## src/rtl/dl_irq_pkg.sv

```systemverilog
package dl_irq_pkg;

    localparam int DEF_ADDR_W = 8;
    localparam int DEF_DATA_W = 8;
    localparam int NSRC       = 3;

    // Register addresses
    localparam int OFS_BLOCK  = 8'h00;
    localparam int OFS_CTRL   = 8'h01;
    localparam int OFS_STATUS = 8'h06;
    localparam int OFS_ENABLE = 8'h07;

    // Single-bit fields
    localparam int POS_BLOCK_EN = 3;
    localparam int POS_CLR_RD   = 0;

    // Source index -> bit position in the status and enable registers
    function automatic int src_pos(input int idx);
        case (idx)
            0:       return 5;   // message start
            1:       return 3;   // message end
            default: return 6;   // abort sequence
        endcase
    endfunction

    typedef enum logic [1:0] {
        BUS_IDLE  = 2'd0,
        BUS_READ  = 2'd1,
        BUS_WRITE = 2'd2
    } bus_op_e;

    typedef enum logic {
        IRQ_QUIET    = 1'b0,
        IRQ_ASSERTED = 1'b1
    } irq_state_e;

endpackage

```

## src/rtl/dl_irq_regs.sv

```systemverilog
module dl_irq_regs
    import dl_irq_pkg::*;
#(
    parameter int ADDR_W = DEF_ADDR_W,
    parameter int DATA_W = DEF_DATA_W
) (
    input  logic              clk,
    input  logic              rst_n,
    input  bus_op_e           op,
    input  logic [ADDR_W-1:0] addr,
    input  logic [DATA_W-1:0] wdata,
    input  logic [NSRC-1:0]   status_q,
    output logic [NSRC-1:0]   en_q,
    output logic              blk_en_q,
    output logic              clr_rd_q,
    output logic              sts_rd,
    output logic              sts_wr,
    output logic [DATA_W-1:0] rdata
);

    localparam logic [ADDR_W-1:0] A_BLOCK  = ADDR_W'(OFS_BLOCK);
    localparam logic [ADDR_W-1:0] A_CTRL   = ADDR_W'(OFS_CTRL);
    localparam logic [ADDR_W-1:0] A_STATUS = ADDR_W'(OFS_STATUS);
    localparam logic [ADDR_W-1:0] A_ENABLE = ADDR_W'(OFS_ENABLE);

    logic              hit_block, hit_ctrl, hit_status, hit_enable;
    logic [DATA_W-1:0] sts_word, en_word, blk_word, ctl_word, rd_mux;
    logic [DATA_W-1:0] rdata_q;

    assign hit_block  = (addr == A_BLOCK);
    assign hit_ctrl   = (addr == A_CTRL);
    assign hit_status = (addr == A_STATUS);
    assign hit_enable = (addr == A_ENABLE);

    assign sts_rd = (op == BUS_READ)  && hit_status;
    assign sts_wr = (op == BUS_WRITE) && hit_status;

    // Per-source enable flops
    for (genvar g = 0; g < NSRC; g++) begin : g_en
        always_ff @(posedge clk or negedge rst_n) begin
            if (!rst_n) begin
                en_q[g] <= 1'b0;
            end else if (op == BUS_WRITE && hit_enable) begin
                en_q[g] <= wdata[src_pos(g)];
            end
        end
    end

    always_ff @(posedge clk or negedge rst_n) begin
        if (!rst_n) begin
            blk_en_q <= 1'b0;
            clr_rd_q <= 1'b0;
        end else if (op == BUS_WRITE) begin
            if (hit_block) blk_en_q <= wdata[POS_BLOCK_EN];
            if (hit_ctrl)  clr_rd_q <= wdata[POS_CLR_RD];
        end
    end

    // Pack the stored bits into register words; unused bits read 0
    always_comb begin
        sts_word = '0;
        en_word  = '0;
        blk_word = '0;
        ctl_word = '0;
        for (int i = 0; i < NSRC; i++) begin
            sts_word[src_pos(i)] = status_q[i];
            en_word[src_pos(i)]  = en_q[i];
        end
        blk_word[POS_BLOCK_EN] = blk_en_q;
        ctl_word[POS_CLR_RD]   = clr_rd_q;
    end

    always_comb begin
        rd_mux = '0;
        if (hit_block)  rd_mux = blk_word;
        if (hit_ctrl)   rd_mux = ctl_word;
        if (hit_status) rd_mux = sts_word;
        if (hit_enable) rd_mux = en_word;
    end

    always_ff @(posedge clk or negedge rst_n) begin
        if (!rst_n) begin
            rdata_q <= '0;
        end else if (op == BUS_READ) begin
            rdata_q <= rd_mux;
        end
    end

    assign rdata = rdata_q;

endmodule

```

## src/rtl/dl_irq_status.sv

```systemverilog
module dl_irq_status
    import dl_irq_pkg::*;
(
    input  logic            clk,
    input  logic            rst_n,
    input  logic [NSRC-1:0] ev,
    input  logic [NSRC-1:0] clr,
    output logic [NSRC-1:0] status_q
);

    // Sticky bits: an event in the same cycle as a clear keeps the bit set
    for (genvar g = 0; g < NSRC; g++) begin : g_sticky
        always_ff @(posedge clk or negedge rst_n) begin
            if (!rst_n) begin
                status_q[g] <= 1'b0;
            end else if (ev[g]) begin
                status_q[g] <= 1'b1;
            end else if (clr[g]) begin
                status_q[g] <= 1'b0;
            end
        end
    end

endmodule

```

## src/rtl/dl_irq_fsm.sv

```systemverilog
module dl_irq_fsm
    import dl_irq_pkg::*;
(
    input  logic clk,
    input  logic rst_n,
    input  logic pending,
    output logic irq
);

    irq_state_e state_q, state_d;

    // State register
    always_ff @(posedge clk or negedge rst_n) begin
        if (!rst_n) state_q <= IRQ_QUIET;
        else        state_q <= state_d;
    end

    // Transitions: RAISE (quiet -> asserted), DROP (asserted -> quiet)
    always_comb begin
        state_d = state_q;
        unique case (state_q)
            IRQ_QUIET:    if (pending)  state_d = IRQ_ASSERTED;
            IRQ_ASSERTED: if (!pending) state_d = IRQ_QUIET;
        endcase
    end

    // Outputs
    always_comb begin
        unique case (state_q)
            IRQ_QUIET:    irq = 1'b0;
            IRQ_ASSERTED: irq = 1'b1;
        endcase
    end

endmodule

```

## src/rtl/dl_irq_ctrl.sv

```systemverilog
module dl_irq_ctrl
    import dl_irq_pkg::*;
#(
    parameter int ADDR_W = DEF_ADDR_W,
    parameter int DATA_W = DEF_DATA_W
) (
    input  logic              clk,
    input  logic              rst_n,
    input  logic              ev_start,
    input  logic              ev_end,
    input  logic              ev_abort,
    input  logic              bus_sel,
    input  logic              bus_wr,
    input  logic [ADDR_W-1:0] bus_addr,
    input  logic [DATA_W-1:0] bus_wdata,
    output logic [DATA_W-1:0] bus_rdata,
    output logic              irq
);

    bus_op_e         op;
    logic [NSRC-1:0] ev_vec, clr_vec, status_q, en_q;
    logic            blk_en_q, clr_rd_q, sts_rd, sts_wr, pending;

    always_comb begin
        op = BUS_IDLE;
        if (bus_sel) op = bus_wr ? BUS_WRITE : BUS_READ;
    end

    assign ev_vec = {ev_abort, ev_end, ev_start};

    dl_irq_regs #(.ADDR_W(ADDR_W), .DATA_W(DATA_W)) u_regs (
        .clk      (clk),
        .rst_n    (rst_n),
        .op       (op),
        .addr     (bus_addr),
        .wdata    (bus_wdata),
        .status_q (status_q),
        .en_q     (en_q),
        .blk_en_q (blk_en_q),
        .clr_rd_q (clr_rd_q),
        .sts_rd   (sts_rd),
        .sts_wr   (sts_wr),
        .rdata    (bus_rdata)
    );

    // Clear requests per source, chosen by the clear mode
    always_comb begin
        for (int i = 0; i < NSRC; i++) begin
            if (clr_rd_q) clr_vec[i] = sts_rd && status_q[i];
            else          clr_vec[i] = sts_wr && bus_wdata[src_pos(i)];
        end
    end

    dl_irq_status u_status (
        .clk      (clk),
        .rst_n    (rst_n),
        .ev       (ev_vec),
        .clr      (clr_vec),
        .status_q (status_q)
    );

    assign pending = blk_en_q && |(status_q & en_q);

    dl_irq_fsm u_fsm (
        .clk     (clk),
        .rst_n   (rst_n),
        .pending (pending),
        .irq     (irq)
    );

endmodule

```

## config.mk

```make
export PLATFORM = sky130hd
export DESIGN_NAME = dl_irq_ctrl
export DESIGN_NICKNAME = d
export VERILOG_FILES = /design/src/rtl/dl_irq_pkg.sv /design/src/rtl/dl_irq_regs.sv /design/src/rtl/dl_irq_status.sv /design/src/rtl/dl_irq_fsm.sv /design/src/rtl/dl_irq_ctrl.sv
export SDC_FILE = /design/constraint.sdc
export NUM_CORES = 1
export LEC_CHECK = 0
export ABC_AREA = 1
export BUFFER_PORTS_ARGS = -buffer_cell sky130_fd_sc_hd__buf_2
export CAP_MARGIN = 40
export CORE_ASPECT_RATIO = 1.2
export CORE_MARGIN = 1
export CORE_UTILIZATION = 40
export CTS_BUF_LIST = sky130_fd_sc_hd__clkbuf_16
export DETAILED_ROUTE_END_ITERATION = 6
export PLACE_DENSITY_LB_ADDON = 0.1
export RECOVER_POWER = 25
export SLEW_MARGIN = 10
export SYNTH_ARGS = -nofsm -noshare
export SYNTH_HDL_FRONTEND = slang
export SYNTH_SLANG_ARGS = --single-unit
```

## constraint.sdc

```tcl
create_clock -name clk -period 0.8 [get_ports clk]
set_input_delay 0.12 -clock clk [delete_from_list [all_inputs] [get_ports clk]]
set_output_delay 0.12 -clock clk [all_outputs]
set_load 0.01 [all_outputs]
```

==> qor.yml <==
run_status: "finished, violations left"
violations: "setup timing"
finish.instance_area_um2: 1170
grt_usage_pct: 16.9
route.vias.total: 767
routabilityCongestion: 0.855
viasPerCell: 4.76
p_int_mw: 1.43
htree_levels: 1
grt-ovfl-total: 0
crit_chain: "buf_2"
core_um2: 1700
cts_tree: "done"
power.switching_mw: 0.400
grt_use_met1_pct: 18.5
dp_hpwl_um: 1210
route.detailed.drc: 0
hold_viol: 0
comb_power_share_pct: 12.7
grt_first_pass_wirelength_um: 2620
hp-start: "ev_start"
seqPwrFrac_pct: 37.4
die_h_um: 49.5
cp_max_fo: 2
swShare_pct: 21.9
busiest_layer: "met2"
clkSinkCount: 13
clkTransAtPathRegs_ns: 0.04
drv_slew: 0
met2_usage_pct: 28.4
worst_path_max_delay_cell: "dfrtp_1"
max_cap_viol_count: 0
setup-violations-final: 9
wl_per_cell_um: 10.2
ys_ff_latch: 13
dr.pass1.iters: 3
hold_depth: 3
dp_slack_ns: -0.275
ys_seq_area_share_pct: 43.3
start_kind: "register"
avgSynthCellArea_um2: 7.29
start_util_pct: 44.1
finalClockSkew_ns: 0.00110
areaGrowthSynthToFinish_pct: 55.3
worst_path_dominant_cell_family: "flip-flops"
drt_iter0_drc: 10
p_per_area_nw_per_um2: 1570
synthDistinctLibCells: 16
routed_wirelength_um: 1650
grt_pass1_vias: 668
nNetsFinal: 167
pin_count: 32
fp.dieArea_um2: 2050
ir_drop_mv: 0.943
crit_type: "register to primary output"
synthCells: 103
clkPwrFrac_pct: 49.9
cts_max_path_buffers: 2
ys_warn_count: 0
period_minus_slack_ns: 0.870
rsz0062_at_grt: "yes"
hp-class: "input pin to register"
ant_nets: 0
antenna_cells: 0
num_rows: 16
cpPeakStageDelay_ns: 0.37
grt_max_degree: 14
required_ns: 0.68
startpoint: "u_regs.rdata[6]"
end_kind: "primary output"
place_area_um2: 937
reg2regPathDepth: 4
syn_area_um2: 751
final.period_utilization_pct: 109
die_w_um: 41.5
cts_root_buffer: "clkbuf_16"
layout-drive-gt1-share_pct: 45.5
use_met3_pct: 4.40
p_leak_nw: 0.618
cts_made_buffers: 3
r2r_start: "u_regs.rdata[3]"
port_buffers: 23
arrival_ns: 0.75
cp.depth: 1
critical_path_buf_inv_count: 1
antenna_found_initial: 0
fmax_mhz: 1150
layout_setup_ws_ns: -0.0695
clock_latency_ns: 0.24
hold_ws_ns: 0.0648
==> power by group through the flow <==
| stage | clock [mW] | combinational (mW) | sequential, mW |
|---|---|---|---|
| global placement | 0 | 0.189 | 0.695 |
| finish | 0.914 | 0.233 | 0.686 |
| CTS | 0.931 | 0.198 | 0.685 |
| floorplan | 0 | 0.105 | 0.692 |
| global route | 0.975 | 0.259 | 0.686 |
| detailed placement | 0 | 0.192 | 0.695 |
==> per-layer routing <==
metal / vias to the layer above / wire length [um]
li1: 395 / -
met1: 343 / 669
met2: 24 / 873
met3: 5 / 64
met4: 0 / 42
met5: - / 0
==> cells in the final DEF, fill, tap and decap left out, types with 2 or more instances in the layout <==
cell type,count
nand2_1,31
clkbuf_16,3
nand3_2,4
nor2_2,2
buf_2,17
nor2_4,6
inv_2,2
nand3_1,13
nand2_2,7
conb_1,4
buf_4,14
inv_1,9
a21oi_1,2
dfrtp_1,13
nor2_1,3
buf_6,4
==> layout make-up <==
| class | instances | area, um^2 |
|---|---|---|
| Timing Repair Buffer | 37 | 250 |
| Inverter | 13 | 68.8 |
| Clock inverter | 1 | 3.75 |
| Tap cell | 18 | 22.5 |
| Clock buffer | 3 | 75.1 |
| Sequential cell | 13 | 325 |
| Multi-Input combinational cell | 76 | 420 |
| Fill cell | 145 | 536 |
==> worst min-delay path: cells and delay by family <==
family,cells,cell delay [ns]
buf+inv,2,0.10
simple gates,1,0.05
==> sequential cells by signal, indices dropped and copies added (netlist names) <==
name,flops
u_status.status_q,3
u_regs.clr_rd_q,1
u_fsm.state_q,1
u_regs.rdata,4
u_regs.blk_en_q,1
u_regs.en_q,3
==> synthesized netlist by cell type <==
cell type	count	area [um^2]
nor2_4	2	22.5
a21oi_1	2	10.0
nand3_1	17	85.1
nor2_2	4	25.0
buf_4	4	30.0
inv_2	1	3.75
clkinv_2	1	5.00
o21ai_1	1	5.00
nand2_1	34	128
a31oi_1	1	6.26
conb_1	1	3.75
dfrtp_1	13	325
nor2_1	5	18.8
nand2_2	5	31.3
nor3_2	1	10.0
inv_1	11	41.3
==> final timing paths <==
kind                                   endpoint  slack, ns
max                                bus_rdata[6]      -0.07
min                        u_status.status_q[0]       0.06
max reg2reg                     u_regs.rdata[3]      -0.01
min reg2reg                     u_regs.rdata[5]       0.49
max in group asynchronous       u_regs.rdata[6]       0.25
min in group asynchronous        u_regs.en_q[1]       0.31
==> cell families after synthesis <==
group                  synth area share, %
AO/OA/AOI/OAI                         2.83
other                                0.500
flip-flops                            43.3
buffers and inverters                 10.7
AND/OR/NAND/NOR                       42.7
==> stage by stage <==
| step | instances | util [%] | setup TNS, ns | total power, mW |
|---|---|---|---|---|
| 6_report | 161 | 68.5 | -0.323 | 1.83 |
| 3_3_place_gp | 147 | 55.1 | -2.42 | 0.883 |
| 3_5_place_dp | 147 | 55.1 | -2.62 | 0.886 |
| 2_1_floorplan | 106 | - | -0.0443 | 0.797 |
| 5_1_grt | 161 | 68.5 | -0.845 | 1.92 |
| 4_1_cts | 154 | 61.3 | -0.285 | 1.81 |
==> timing repair <==
action / CTS / global route
hold buffers: 1 / 0
endpoints found under the setup margin: 7 / 15
pin swaps: 0 / 11
endpoints found under the hold margin: 13 / 0
buffers inserted: 2 / 7
resized for setup: 2 / 18
Power figures use the tool's default switching activity.
